==> src/rtl/pwr_seq_pkg.sv <==
package pwr_seq_pkg;
  typedef enum logic [2:0] {
    ST_OFF, ST_EXT, ST_PRE, ST_IO, ST_RSTW, ST_RUN, ST_DEEP
  } seq_state_e;

  localparam int REG_DW = 8;
  localparam logic [2:0] BUCK_CODE = 3'b100;
  localparam logic [2:0] LDO_CODE  = 3'b111;
  localparam logic [REG_DW-1:0] SEQ_DEFAULT = {2'b00, LDO_CODE, BUCK_CODE};
  localparam logic [2:0] CTL_DEFAULT = 3'b001;
  localparam int CTL_MASK  = 0;
  localparam int CTL_DEEP  = 1;
  localparam int CTL_MEMOK = 2;

  function automatic int ms_width(input int a, input int b, input int c);
    int m;
    m = (a > b) ? a : b;
    m = (m > c) ? m : c;
    return $clog2(m + 1) + 1;
  endfunction
endpackage

==> src/rtl/pwr_seq_timer.sv <==
module pwr_seq_timer #(
  parameter int CLKS_PER_MS = 125000,
  parameter int MS_W        = 8
) (
  input  logic            clk,
  input  logic            rst_n,
  input  logic            clr,
  input  logic            run,
  input  logic [MS_W-1:0] target_ms,
  output logic            done
);
  localparam int PRE_W = (CLKS_PER_MS > 1) ? $clog2(CLKS_PER_MS) : 1;
  localparam logic [PRE_W-1:0] PRE_LAST = PRE_W'(CLKS_PER_MS - 1);

  logic [PRE_W-1:0] pre_q;
  logic [MS_W-1:0]  ms_q;

  assign done = (ms_q == target_ms);

  always_ff @(posedge clk or negedge rst_n) begin
    if (!rst_n) begin
      pre_q <= '0;
      ms_q  <= '0;
    end else if (clr) begin
      pre_q <= '0;
      ms_q  <= '0;
    end else if (run && !done) begin
      if (pre_q == PRE_LAST) begin
        pre_q <= '0;
        ms_q  <= ms_q + 1'b1;
      end else begin
        pre_q <= pre_q + 1'b1;
      end
    end
  end
endmodule

==> src/rtl/pwr_seq_debounce.sv <==
module pwr_seq_debounce #(
  parameter int CLKS_PER_MS = 125000,
  parameter int MS_W        = 8,
  parameter int DEBOUNCE_MS = 50
) (
  input  logic clk,
  input  logic rst_n,
  input  logic button_n,
  output logic pressed,
  output logic press_evt
);
  logic [1:0] sync_q;
  logic       low_s;
  logic       prev_q;

  always_ff @(posedge clk or negedge rst_n) begin
    if (!rst_n) begin
      sync_q <= 2'b00;
      prev_q <= 1'b0;
    end else begin
      sync_q <= {sync_q[0], ~button_n};
      prev_q <= pressed;
    end
  end

  assign low_s = sync_q[1];

  pwr_seq_timer #(.CLKS_PER_MS(CLKS_PER_MS), .MS_W(MS_W)) u_hold (
    .clk       (clk),
    .rst_n     (rst_n),
    .clr       (~low_s),
    .run       (1'b1),
    .target_ms (MS_W'(DEBOUNCE_MS)),
    .done      (pressed)
  );

  // A fresh press exists only on the rising edge of the debounced level,
  // so the button must be released before another one can be seen.
  assign press_evt = pressed & ~prev_q;
endmodule

==> src/rtl/pwr_seq_regs.sv <==
module pwr_seq_regs
  import pwr_seq_pkg::*;
(
  input  logic              clk,
  input  logic              rst_n,
  input  logic              uvlo,
  input  logic              wr_en,
  input  logic              addr,
  input  logic [REG_DW-1:0] wdata,
  input  logic              clr_deep,
  output logic [REG_DW-1:0] seq_q,
  output logic [2:0]        ctl_q,
  output logic [REG_DW-1:0] rdata
);
  always_ff @(posedge clk or negedge rst_n) begin
    if (!rst_n) begin
      seq_q <= SEQ_DEFAULT;
      ctl_q <= CTL_DEFAULT;
    end else if (uvlo) begin
      seq_q <= SEQ_DEFAULT;
      ctl_q <= CTL_DEFAULT;
    end else begin
      if (wr_en && !addr) seq_q <= wdata;
      if (wr_en && addr)  ctl_q <= wdata[2:0];
      if (clr_deep)       ctl_q[CTL_DEEP] <= 1'b0;
    end
  end

  assign rdata = addr ? {{(REG_DW-3){1'b0}}, ctl_q} : seq_q;
endmodule

==> src/rtl/pwr_seq_fsm.sv <==
module pwr_seq_fsm
  import pwr_seq_pkg::*;
#(
  parameter int CLKS_PER_MS    = 125000,
  parameter int MS_W           = 8,
  parameter int EXT_DELAY_MS   = 1,
  parameter int RESET_DELAY_MS = 20
) (
  input  logic       clk,
  input  logic       rst_n,
  input  logic       uvlo,
  input  logic       press_evt,
  input  logic       pg_pre,
  input  logic       pg_io33,
  input  logic       deep_req,
  output seq_state_e state,
  output logic       wake,
  output logic       clr_deep
);
  seq_state_e st_q, st_d;
  logic       wake_q;
  logic       timed;
  logic       t_done;
  logic [MS_W-1:0] t_target;

  assign timed    = (st_q == ST_EXT) || (st_q == ST_RSTW);
  assign t_target = (st_q == ST_EXT) ? MS_W'(EXT_DELAY_MS) : MS_W'(RESET_DELAY_MS);

  pwr_seq_timer #(.CLKS_PER_MS(CLKS_PER_MS), .MS_W(MS_W)) u_delay (
    .clk       (clk),
    .rst_n     (rst_n),
    .clr       (uvlo | ~timed),
    .run       (timed),
    .target_ms (t_target),
    .done      (t_done)
  );

  always_comb begin
    st_d = st_q;
    unique case (st_q)
      ST_OFF:  if (press_evt) st_d = ST_EXT;
      ST_EXT:  if (t_done)    st_d = ST_PRE;
      ST_PRE:  if (pg_pre)    st_d = ST_IO;
      ST_IO:   if (pg_io33)   st_d = ST_RSTW;
      ST_RSTW: if (t_done)    st_d = ST_RUN;
      ST_RUN:  if (deep_req)  st_d = ST_DEEP;
      ST_DEEP: if (press_evt) st_d = ST_EXT;
      default:                st_d = ST_OFF;
    endcase
  end

  assign clr_deep = (st_q == ST_DEEP) && press_evt && !uvlo;

  always_ff @(posedge clk or negedge rst_n) begin
    if (!rst_n) begin
      st_q   <= ST_OFF;
      wake_q <= 1'b0;
    end else if (uvlo) begin
      st_q   <= ST_OFF;
      wake_q <= 1'b0;
    end else begin
      st_q <= st_d;
      if (clr_deep) wake_q <= 1'b1;
      else if (st_q == ST_PRE && pg_pre) wake_q <= 1'b0;
    end
  end

  assign state = st_q;
  assign wake  = wake_q;
endmodule

==> src/rtl/pwr_seq_rails.sv <==
module pwr_seq_rails
  import pwr_seq_pkg::*;
(
  input  seq_state_e        state,
  input  logic              wake,
  input  logic              mask,
  input  logic              proc_en,
  input  logic              pressed,
  input  logic [REG_DW-1:0] seq_code,
  output logic              key_n,
  output logic              en_ext_reg,
  output logic              en_ldo_pre,
  output logic              en_buck_core,
  output logic              en_buck_io33,
  output logic              en_buck_io18,
  output logic              en_ldo_pll,
  output logic              rst_out_n
);
  logic codes_ok, ext_ph, pre_ph, io_ph, mem_hold;

  assign codes_ok = (seq_code[2:0] == BUCK_CODE) && (seq_code[5:3] == LDO_CODE);
  assign ext_ph   = state inside {ST_EXT, ST_PRE, ST_IO, ST_RSTW, ST_RUN};
  assign pre_ph   = state inside {ST_PRE, ST_IO, ST_RSTW, ST_RUN};
  assign io_ph    = state inside {ST_IO, ST_RSTW, ST_RUN};
  assign mem_hold = (state == ST_DEEP) || (wake && (state inside {ST_EXT, ST_PRE}));

  assign key_n        = ~pressed;
  assign en_ext_reg   = codes_ok & ext_ph;
  assign en_ldo_pre   = codes_ok & pre_ph;
  assign en_buck_core = codes_ok & pre_ph & (mask | proc_en);
  assign en_buck_io33 = codes_ok & io_ph;
  assign en_buck_io18 = codes_ok & (io_ph | mem_hold);
  assign en_ldo_pll   = codes_ok & io_ph & proc_en;
  assign rst_out_n    = codes_ok & (state == ST_RUN);
endmodule

==> src/rtl/pwr_rail_seq.sv <==
module pwr_rail_seq
  import pwr_seq_pkg::*;
#(
  parameter int CLKS_PER_MS    = 125000,
  parameter int DEBOUNCE_MS    = 50,
  parameter int EXT_DELAY_MS   = 1,
  parameter int RESET_DELAY_MS = 20
) (
  input  logic        clk,
  input  logic        rst_n,
  input  logic        button_n,
  input  logic        proc_en,
  input  logic        uvlo,
  input  logic        pg_ldo_pre,
  input  logic        pg_buck_io33,
  input  logic        reg_wr,
  input  logic        reg_addr,
  input  logic [7:0]  reg_wdata,
  output logic [7:0]  reg_rdata,
  output logic        key_n,
  output logic        en_ext_reg,
  output logic        en_ldo_pre,
  output logic        en_buck_core,
  output logic        en_buck_io33,
  output logic        en_buck_io18,
  output logic        en_ldo_pll,
  output logic        rst_out_n
);
  localparam int MS_W = ms_width(DEBOUNCE_MS, EXT_DELAY_MS, RESET_DELAY_MS);

  logic              pressed, press_evt, wake, clr_deep;
  seq_state_e        state;
  logic [REG_DW-1:0] seq_q;
  logic [2:0]        ctl_q;

  pwr_seq_debounce #(
    .CLKS_PER_MS(CLKS_PER_MS), .MS_W(MS_W), .DEBOUNCE_MS(DEBOUNCE_MS)
  ) u_deb (
    .clk       (clk),
    .rst_n     (rst_n),
    .button_n  (button_n),
    .pressed   (pressed),
    .press_evt (press_evt)
  );

  pwr_seq_regs u_regs (
    .clk      (clk),
    .rst_n    (rst_n),
    .uvlo     (uvlo),
    .wr_en    (reg_wr),
    .addr     (reg_addr),
    .wdata    (reg_wdata),
    .clr_deep (clr_deep),
    .seq_q    (seq_q),
    .ctl_q    (ctl_q),
    .rdata    (reg_rdata)
  );

  pwr_seq_fsm #(
    .CLKS_PER_MS(CLKS_PER_MS), .MS_W(MS_W),
    .EXT_DELAY_MS(EXT_DELAY_MS), .RESET_DELAY_MS(RESET_DELAY_MS)
  ) u_fsm (
    .clk       (clk),
    .rst_n     (rst_n),
    .uvlo      (uvlo),
    .press_evt (press_evt),
    .pg_pre    (pg_ldo_pre),
    .pg_io33   (pg_buck_io33),
    .deep_req  (ctl_q[CTL_DEEP]),
    .state     (state),
    .wake      (wake),
    .clr_deep  (clr_deep)
  );

  pwr_seq_rails u_rails (
    .state        (state),
    .wake         (wake),
    .mask         (ctl_q[CTL_MASK]),
    .proc_en      (proc_en),
    .pressed      (pressed),
    .seq_code     (seq_q),
    .key_n        (key_n),
    .en_ext_reg   (en_ext_reg),
    .en_ldo_pre   (en_ldo_pre),
    .en_buck_core (en_buck_core),
    .en_buck_io33 (en_buck_io33),
    .en_buck_io18 (en_buck_io18),
    .en_ldo_pll   (en_ldo_pll),
    .rst_out_n    (rst_out_n)
  );
endmodule

==> config.mk <==
export PLATFORM = sky130hd
export DESIGN_NAME = pwr_rail_seq
export DESIGN_NICKNAME = d
export VERILOG_FILES = /design/src/rtl/pwr_seq_pkg.sv /design/src/rtl/pwr_seq_timer.sv /design/src/rtl/pwr_seq_debounce.sv /design/src/rtl/pwr_seq_regs.sv /design/src/rtl/pwr_seq_fsm.sv /design/src/rtl/pwr_seq_rails.sv /design/src/rtl/pwr_rail_seq.sv
export SDC_FILE = /design/constraint.sdc
export NUM_CORES = 1
export LEC_CHECK = 0
export ABC_CLOCK_PERIOD_IN_PS = 4550
export BUFFER_PORTS_ARGS = -buffer_cell sky130_fd_sc_hd__buf_2
export CAP_MARGIN = 15
export CELL_PAD_IN_SITES_DETAIL_PLACEMENT = 0
export CELL_PAD_IN_SITES_GLOBAL_PLACEMENT = 1
export CORE_MARGIN = 2
export CORE_UTILIZATION = 44
export CTS_BUF_LIST = sky130_fd_sc_hd__clkbuf_4 sky130_fd_sc_hd__clkbuf_8
export DETAILED_ROUTE_END_ITERATION = 7
export GPL_TIMING_DRIVEN = 0
export PLACE_DENSITY = 0.77
export SYNTH_ARGS = -nofsm -noshare
export SYNTH_HDL_FRONTEND = slang
export SYNTH_SLANG_ARGS = --single-unit
==> constraint.sdc <==
create_clock -name clk -period 4.55 [get_ports clk]
set_input_delay 0.2275 -clock clk [delete_from_list [all_inputs] [get_ports clk]]
set_output_delay 0.2275 -clock clk [all_outputs]
set_load 0.05 [all_outputs]
* Word level (Yosys, flattened, before mapping)
Cells that the tools add are included.
** Word-level totals
- Latch bits :: 0
- Bits in registers :: 66
- Output and inout bits :: 16
- Memories kept :: 0
- Input bits :: 17
- Memory bits (read-only) :: 0
- Memory bits (writable) :: 0
** Cells by class
- Divide/modulo/power cells :: 0
- Mux-type cells :: 30
- $lt $le $gt $ge :: 0
- Multipliers :: 0
- Reduce and logical (&&, ||, !) cells :: 28
- Eq/ne operators :: 20
- Bitwise logic cells :: 15
- Shift operators :: 0
- $add $sub $neg :: 4
** Operator list (number)
- $mux 17 :: 6
- $mux 7 :: 6
- $add 17x1->17 const B :: 2
- $eq 17x17->1 const B :: 2
- $mux 3 :: 9
- $mux 8 :: 3
- $pmux 3 s6 :: 1
- $eq 3x3->1 const B :: 5
- $ne 3x3->1 const B :: 5
- $add 7x1->7 const B :: 2
- $reduce_bool 2->1 :: 5
- $reduce_bool 3->1 :: 3
- $and 1x1->1 :: 8
- $logic_and 1x1->1 :: 8
- $eq 7x6->1 const B :: 1
- $eq 7x7->1 :: 1
- $eq 3x2->1 const B :: 2
- $reduce_and 6->1 :: 1
- $mux 5 :: 1
- $reduce_bool 5->1 :: 1
- $mux 1 :: 4
- $ne 2x2->1 const B :: 2
- $not 1->1 :: 4
- $reduce_and 2->1 :: 2
- other kinds (8) :: 13

* Depth between registers and ports, before layout
- Depth in word-level cells :: 7
- Mapped depth :: 8

* Modules after synthesis
A second synthesis with hierarchy kept.
** Second synthesis, totals
- Cell total of the unflattened synthesis :: 467
- Area total of the unflattened synthesis :: 4304.1 sq um
** By module, submodules not included
- pwr_seq_timer :: cells an instance 174, area an instance 1557.7 sq um, times used 2, seq. area each 600.6 sq um
- pwr_seq_regs :: cells an instance 47, area an instance 545.5 sq um, times used 1, seq. area each 281.5 sq um
- pwr_seq_fsm :: cells an instance 40, area an instance 355.3 sq um, times used 1, seq. area each 100.1 sq um
- pwr_seq_rails :: cells an instance 24, area an instance 183.9 sq um, times used 1, seq. area each 0.0 sq um
- pwr_seq_debounce :: cells an instance 8, area an instance 103.8 sq um, times used 1, seq. area each 75.1 sq um

* Least setup slack after synthesis
Ideal clock, no wire load.
- Kind :: reg2out
- From :: register u_regs.seq_q[2]
- To :: output port en_ldo_pll
- Stages on the path, launching flop included :: 5
- Path slack :: 1.643 ns
- Data arrival time :: 2.680 ns
- Required time :: 4.323 ns
- Path through :: dfstp_2 -> nand4_1 -> or3_1 -> nor3_1 -> and2_1
** On the way
- Longest elaborated chain between the ends :: 4
** RTL lines
- from (decl) :: line pwr_seq_regs.sv:11 : output logic [REG_DW-1:0] seq_q,
- from (signal assigned) :: line pwr_seq_regs.sv:23 : if (wr_en && !addr) seq_q <= wdata;
- $eq 3x3->1 :: line pwr_seq_rails.sv:21 : assign codes_ok = (seq_code[2:0] == BUCK_CODE) && (seq_code[5:3] == LDO_CODE);
- $logic_and 1x1->1 :: line pwr_seq_rails.sv:21
- $and 1x1->1
- net en_buck_io33 :: line pwr_rail_seq.sv:24 : output logic en_buck_io33,
- $and 1x1->1 :: line pwr_seq_rails.sv:33 : assign en_ldo_pll = codes_ok & io_ph & proc_en;
- to (decl) :: line pwr_rail_seq.sv:26 : output logic en_ldo_pll,
The timed path passes the listed nets, and every way through them passes these cells.

* Worst setup path in the final report
- From :: register u_deb.u_hold.ms_q[0]
- To :: output port key_n
** On the way
- Longest elaborated chain between the ends :: 2
** RTL lines
- from (decl) :: line pwr_seq_timer.sv:16 : logic [MS_W-1:0] ms_q;
- from (signal assigned) :: line pwr_seq_timer.sv:30 : ms_q <= ms_q + 1'b1;
- $eq 7x6->1 :: line pwr_seq_timer.sv:18 : assign done = (ms_q == target_ms);
- net pressed :: line pwr_rail_seq.sv:31 : logic pressed, press_evt, wake, clr_deep;
- $not 1->1 :: line pwr_seq_rails.sv:27 : assign key_n = ~pressed;
- to (decl) :: line pwr_rail_seq.sv:20 : output logic key_n,
The timed path passes the listed nets, and every way through them passes these cells.

==> reports/results.txt <==
Aggregate routed wire length: 8290 um
Die Y: 96.0 um
Setup TNS: 0 ns
Avg Cell Area, Syn: 9.12 um^2
Worst Skew: 0.00579 ns
Worst slew pin tran: 0.918 ns
Unique masters post-synth: 63
Hold-fix buffers, CTS: 0
Reg-to-Reg End: u_fsm.u_delay.ms_q[2]
Cells after DPL: 545
Worst Reg-to-Reg Cells: 5
GP Congestion: 0.808
CP max stage cell: nor2_1
Cell Pwr Density: 267 nW/um^2
Crit share post-route: 52.9%
Min cycle time layout: 2.41 ns
FP Rows: 33
Die span in x: 96.0 um
TritonCTS Buffers: 9
Crit path capture type: output pin
Clk root buf: clkbuf_8
Layout area overhead: 12.6%
Crit-path cells: inv_1 -> ha_1 -> nand4bb_1 -> nor2_1 -> inv_1 -> buf_2
Initial drt markers: 96
Initial antenna violation count: 0
CTS resizes: 0
Setup crit start kind: register
Source of the critical timing path: u_deb.u_hold.ms_q[0]
Filler cell count: 796
Total vias in the final route: 3,105
Final Max Tran Viols: 0
Largest area contributor in the netlist: dfrtp_1
Mapped cell area: 3720 um^2
Synth top area cells: dfrtp_1 41%, nand2_1 4.3%, nor2_1 3.9%
Synth async-reset ratio: 100%
Vias per cell: 5.53
Global-route wire length before repair: 14,200 um
Max Clock Freq: 416 MHz
Reg2reg setup slack: 2.18 ns
Post-DP HPWL: 5840 um
GRT Util Overall: 19.8%
TritonCTS clock tree: done
Worst VDD drop: 0.141 mV
Core Footprint: 8220 um^2
Clock Tree Buf Depth: 2
Post-Syn Instances: 408
Clk pin slew, worst setup/hold paths: 0.07 ns
Max-Cap Viols: 0
CP max stage delay: 0.52 ns
Seq/Total Area, Yosys: 44.6%
H-tree depth: 3
# port buffers: 32
Largest net degree at the start of global routing: 67
Net Count, Synth: 430
Worst skew pair latency: 0.33 ns
Number of flops mapped to enable cells by yosys: 0
Leakage: 1.79 nW
Arrival time worst endpoint: 2.18 ns
Post-synth top area share: 41.0%
CP required: 4.32 ns
Total power: 1.12 mW
Most common cell after layout, fill and taps aside: dfrtp_1
DRC violations left: 0
Rel. slew slack: 37.8%
Worst hold slack: 0.000190 ns
Post-route insts no fill: 561
Grt total ovfl: 0
TritonRoute pass-1 iters: 4
Critical path capture point: key_n
Worst Path Class, Setup: reg2out
Routed Antenna Nets: 0
Most frequent cells in the layout: 61 x dfrtp_1, 43 x nand2_1, 39 x nor2_1
Die area: 9210 um^2
Status: complete, no violations
Antenna cell count: 0
Dominant synthesized flop cell: dfrtp_1
Clock Sinks: 66
Routed length per instance: 14.8 um
Critical path fanouts, max: 9
Final #Nets: 473
Register bit count reported by yosys: 66
Crit-path most repeated cell: inv_1
RSZ-0062 raised after global routing: no
Setup Buffers After CTS: 0
Share of cells above drive strength 1: 16.9%
Warnings from Yosys: 0
Initial Utilization: 45.3%
# setup viols final: 0
HP Class: in2async
I/O pins: 33
Final Hold Viols: 0
Vias in the first global route: 2,939
R2R Path Start: u_fsm.u_delay.ms_q[3]
## state kept, by name, indices dropped and copies added, names as in the netlist
| signal | cells |
|---|---|
| u_deb.sync_q | 2 |
| u_fsm.u_delay.pre_q | 17 |
| u_regs.ctl_q | 3 |
| u_deb.u_hold.ms_q | 7 |
| u_deb.prev_q | 1 |
| u_fsm.u_delay.ms_q | 7 |
| u_regs.seq_q | 8 |
| u_fsm.wake | 1 |
| u_fsm.state | 3 |
| u_deb.u_hold.pre_q | 17 |
## routing by layer
metal  track usage, %  vias up  wire length (um)
li1                 -     1568                 -
met5                0        -                 0
met1             28.6     1475              4210
met2             30.3       56              3680
met4             6.79        0                36
met3             3.21        6               356
## stage by stage
stage	area [um^2]	worst slack [ns]	utilization [%]
2_1_floorplan	3720	1.64	-
3_3_place_gp	4010	2.18	48.8
3_5_place_dp	4020	2.19	48.9
4_1_cts	4190	2.15	51.0
5_1_grt	4190	1.92	51.0
6_report	4190	2.14	51.0
## report_power, final
part	internal (mW)	switching, mW
clock network	0.228	0.208
registers	0.597	0.00639
logic	0.0225	0.0543
## how the worst min path moves through the flow
stage / from / to
3_5_place_dp: u_deb.sync_q[0] / u_deb.sync_q[1]
2_1_floorplan: rst_n / u_deb.prev_q
6_report: rst_n / u_regs.seq_q[6]
3_3_place_gp: u_deb.sync_q[0] / u_deb.sync_q[1]
5_1_grt: button_n / u_deb.sync_q[0]
4_1_cts: button_n / u_deb.sync_q[0]
## cells in the mapped netlist, drive strengths merged (4+ instances only)
cell type / number
dfrtp: 61
nand2: 43
nor2: 41
nand3: 22
o21ai: 22
a21oi: 17
nor3: 16
xnor2: 14
nor2b: 11
and3: 10
clkbuf: 9
nand4: 9
nor4: 9
a22o: 8
buf: 8
nand2b: 8
nand3b: 7
or4: 7
xor2: 7
inv: 6
nor3b: 6
a31oi: 5
dfstp: 5
ha: 5
mux2i: 5
or2: 4
## logic make-up after synthesis
kind of cell,Yosys count,synth area share (%)
AND/OR/NAND/NOR,209,30.4
AO/OA/AOI/OAI,75,13.1
flip-flops,66,44.6
buffers and inverters,23,2.72
XOR/XNOR,21,4.94
multiplexers,8,2.35
adder cells (fa/ha/maj),6,1.95
## worst max-delay path: cells and delay by family (launching register included)
kind | cells | cell delay, ns
and+or+nand+nor | 2 | 0.67
buffers and inverters | 3 | 0.60
DFF | 1 | 0.42
adders and majority gates | 1 | 0.16
## cell type report
type / instances / area (um^2) / area share [%]
plain buffers: 17 / 78.8 / 1.88
clock buffers: 13 / 160 / 3.82
clock inverters: 3 / 15.0 / 0.358
inverters: 6 / 22.5 / 0.537
multi-input cells: 319 / 1960 / 46.8
flip-flops and latches: 66 / 1660 / 39.6
well taps: 105 / 131 / 3.14
repair buffers: 32 / 163 / 3.88
Note: power is estimated with default switching activity, not from simulation.
